===== src/rtl/rx_ovf_reporter.sv =====
module rx_ovf_reporter #(
  parameter int NCH = 32,
  parameter int CHW = $clog2(NCH)
) (
  input  logic           clk,
  input  logic           rst_n,
  input  logic           cfg_inhibit_sts,
  input  logic           cfg_err_ie,
  input  logic           ovf_vld,
  input  logic [CHW-1:0] ovf_ch,
  input  logic           head_vld,
  input  logic [CHW-1:0] head_ch,
  output logic           sts_wr,
  output logic [CHW-1:0] sts_ch,
  output logic           sts_owner_host,
  output logic           sts_eom,
  output logic [2:0]     sts_err,
  output logic           err_irq,
  output logic [CHW-1:0] err_irq_ch
);
  localparam logic [2:0] ERR_BUFF = 3'b001;

  logic [NCH-1:0] pend, run, pend_n, run_n;
  logic ovf_take, head_hit;

  assign ovf_take = ovf_vld && !run[ovf_ch];
  assign head_hit = head_vld && pend[head_ch];

  always_comb begin
    pend_n = pend;
    run_n  = run;
    if (head_vld) begin
      if (pend[head_ch]) pend_n[head_ch] = 1'b0;
      else               run_n[head_ch]  = 1'b0;
    end
    if (ovf_take) begin
      pend_n[ovf_ch] = 1'b1;
      run_n[ovf_ch]  = 1'b1;
    end
  end

  always_ff @(posedge clk) begin
    if (!rst_n) begin
      pend <= '0;
      run <= '0;
      sts_wr <= 1'b0;
      sts_ch <= '0;
      err_irq <= 1'b0;
      err_irq_ch <= '0;
    end else begin
      pend <= pend_n;
      run <= run_n;
      sts_wr <= head_hit && !cfg_inhibit_sts;
      sts_ch <= (head_hit && !cfg_inhibit_sts) ? head_ch : '0;
      err_irq <= ovf_take && cfg_err_ie;
      err_irq_ch <= (ovf_take && cfg_err_ie) ? ovf_ch : '0;
    end
  end

  assign sts_owner_host = sts_wr;
  assign sts_eom = sts_wr;
  assign sts_err = sts_wr ? ERR_BUFF : 3'b000;


  sts_after_head_chk: assert property (@(posedge clk) disable iff (!rst_n)
    sts_wr |-> ($past(head_vld) && sts_ch == $past(head_ch)));

  sts_fields_chk: assert property (@(posedge clk) disable iff (!rst_n)
    sts_wr |-> (sts_owner_host && sts_eom && sts_err == 3'b001));

  sts_inhibit_chk: assert property (@(posedge clk) disable iff (!rst_n)
    sts_wr |-> !$past(cfg_inhibit_sts));

  irq_enable_chk: assert property (@(posedge clk) disable iff (!rst_n)
    err_irq |-> ($past(cfg_err_ie && ovf_vld) && err_irq_ch == $past(ovf_ch)));

  irq_first_only_chk: assert property (@(posedge clk) disable iff (!rst_n)
    err_irq |-> !$past(run[ovf_ch]));
endmodule


===== config.mk =====
export PLATFORM = sky130hd
export DESIGN_NAME = rx_ovf_reporter
export DESIGN_NICKNAME = d
export VERILOG_FILES = /design/src/rtl/rx_ovf_reporter.sv
export SDC_FILE = /design/constraint.sdc
export NUM_CORES = 1
export LEC_CHECK = 0
export ABC_AREA = 1
export CAP_MARGIN = 5
export CORE_UTILIZATION = 55
export DETAILED_ROUTE_END_ITERATION = 10
export PLACE_DENSITY = 0.75
export SLEW_MARGIN = 10
export SYNTH_ARGS = -nofsm -noshare
export SYNTH_HDL_FRONTEND = slang
export SYNTH_SLANG_ARGS = --single-unit

===== constraint.sdc =====
create_clock -name clk -period 2.2 [get_ports clk]
set_input_delay 0.55 -clock clk [delete_from_list [all_inputs] [get_ports clk]]
set_output_delay 0.55 -clock clk [all_outputs]
set_load 0.005 [all_outputs]

==> impl_metrics.ini <==
[outcome]
status = finished clean

[timing]
timing.final.ws_setup_ns = 0.152
setup_tns_ns = 0
finalSetupViolCount = 0
max_freq_mhz = 488
final.period_utilization_pct = 93.1
drv_slew = 0
hold_violations = 0
finClkSkew_ns = 0.0165
min_period_ns = 2.05
whs_ns = 0.535
rsz0062_at_grt = no

[setup_path]
cp-start-kind = input port
cp-end-kind = flip-flop
cp.required_ns = 2.51
endpoint = run[21]
r2r_setup_slack_ns = 0.59
timing.rr.start = run[10]
critPathMaxFanout = 17
path_class = input port to flip-flop
reg2reg_depth = 12
arrival_ns = 2.35
critPathLaunch = head_ch[3]
worstReg2RegEnd = run[1]

[global_routing]
grt_overflow = 0
grt_use_total_pct = 34.4
antenna_found_initial = 0
grt_max_degree = 51
grt_pass1_wl_mm = 23.2
grt_pass1_vias = 4695

[yosys]
ys_types = 25
yosysWarnings = 0
synth_cells = 801
synth_area_um2 = 4650
synth_seq_cells = 76
synth.avg_cell_area_um2 = 5.81
yosysSeqAreaShare_pct = 32.7

[floorplan]
die_area_um2 = 8830
die_x_um = 94.0
dieHeight_um = 94.0
core_area_um2 = 8220
rows = 33
start_util_pct = 56.6
ios = 33

[drt]
drtIter0Drc = 755
ant_nets = 0
drcViolationCount = 0
via_count = 5292
wl_per_cell_um = 14.7
drt_first_pass_iters = 5
via_per_inst = 5.43
totalWireLength_mm = 14.3

[pwr]
pwr-share-clk_pct = 40.1
vdd_drop_max_uv = 380
power.internal_mw = 2.21
p_sw_share_pct = 26.5
leakagePower_nw = 3.06
combPwrFrac_pct = 13.2
p_per_area_nw_per_um2 = 530
pwr-share-seq_pct = 46.7
p_sw_mw = 0.798

[placement]
place.gp.congestion = 0.950
place_ws_ns = -0.442
port-buffer-count = 30
place_hpwl_mm = 10.4
placedCellCount = 960

[run]
maxCapViolCount = 0

[layout]
diodes = 0
finalNonFillerCells = 975
post-route-util_pct = 69.1
finalNetCount = 882
drive_gt1_share_pct = 12.3
nFillCells = 745
area_growth_pct = 22.0

[worst_hold_path]
hp-class = flip-flop to flip-flop

[clocking]
postCtsSetupBuffers = 0
clk_pin_slew_ns = 0.08
cts.path.max_buffers = 2
cts_buffers = 9
clkLatencyLatePin_ns = 0.36
cts_tree = yes
h-tree-depth = 3
hold_buffers = 0
cts_root_buf = clkbuf_8
cts_sinks = 76
## kinds of logic (layout without fill, tap and decap cells)
group / Yosys count / count (layout) / share of synthesized area, %
AOI/OAI and AO/OA: 97 / 97 / 10.5
DFF: 76 / 76 / 32.7
buffers and inverters: 136 / 204 / 13.1
and+or+nand+nor: 491 / 491 / 43.6
other: 1 / 2 / 0.0806
## how the worst min path moves through the flow
| stage | slack, ns | endpoint | cells after the start | startpoint |
|---|---|---|---|---|
| after detailed placement | 0.52 | run[22] | 4 | run[22] |
| after global routing | 0.57 | run[23] | 4 | run[23] |
| after CTS | 0.54 | run[23] | 4 | run[23] |
| after global placement | 0.52 | run[23] | 4 | run[23] |
| final | 0.54 | run[25] | 4 | run[25] |
| after floorplan | 0.50 | run[3] | 4 | run[3] |
## Yosys cell counts
cell	instances	area share, %
o21ai_1	30	3.2
nand3_2	1	0.22
buf_1	1	0.081
o31ai_1	1	0.16
o21ai_0	33	3.6
nand2_2	1	0.13
nand3_1	37	4.0
conb_1	1	0.081
nor2_4	1	0.24
dfxtp_1	76	33
nor3_1	14	1.5
nor2_2	5	0.67
clkinv_1	1	0.081
nor3_4	1	0.35
inv_2	5	0.40
buf_2	15	1.6
nor2_1	48	3.9
nand2_1	351	28
a21oi_1	33	3.6
nand4_1	32	4.3
buf_6	5	1.2
buf_4	11	1.8
clkbuf_1	18	1.5
inv_4	1	0.13
inv_1	79	6.4
## sequential cells by signal, summed over array words and instances (netlist names)
register	count
run	32
pend	32
sts_eom	1
sts_ch	5
err_irq_ch	5
err_irq	1
## cell type report
cell class,instances,area [um^2],area share (%)
multi-input cells,590,2560,45.1
flip-flops and latches,76,1520,26.8
repair buffers,103,922,16.3
inverters,86,325,5.73
clock buffers,11,141,2.49
well taps,105,131,2.32
clock inverters,4,73.8,1.30
## per-layer routing
metal | GRT usage [%] | wire length (um) | vias to the layer above
met5 | 0 | 0 | -
met4 | 13.3 | 407 | 0
met3 | 8.50 | 1670 | 33
met2 | 50.9 | 6040 | 311
met1 | 47.7 | 6230 | 2316
li1 | - | - | 2632
## critical path, stage by stage
cell and delay (ns):
clkdlybuf4s50_1 0.50, inv_1 0.10, nor3_1 0.30, nand2_1 0.09
nand2_1 0.13, nor2_4 0.05, buf_12 0.14, buf_4 0.13
nand3_1 0.09, nand2_1 0.07, o21ai_1 0.08, nand2_1 0.07
inv_1 0.05
## power by group through the flow
stage          combinational, mW  sequential [mW]  clock, mW
2_1_floorplan              0.217             1.43          0
3_3_place_gp               0.379             1.44          0
3_5_place_dp               0.385             1.44          0
4_1_cts                    0.386             1.40       1.21
5_1_grt                    0.429             1.41       1.27
6_report                   0.397             1.40       1.21
## stage by stage
step	power [mW]	area, um^2
after floorplan	1.65	4660
after global placement	1.82	5400
after detailed placement	1.82	5400
after CTS	3.00	5610
after global routing	3.11	5670
final	3.01	5670
## cell usage in the layout (no fill, tap or decap), types with 30 or more instances in the layout
cell	instances
o21ai_0	33
nand4_1	32
buf_4	65
o21ai_1	30
dfxtp_1	76
inv_1	79
nand3_1	37
nand2_1	351
a21oi_1	33
nor2_1	48
## repair_timing
action	4_1_cts	5_1_grt
setup endpoints to repair	55	74
pin swaps	0	1
gates resized for setup	1	15
Power figures use the tool's default switching activity.
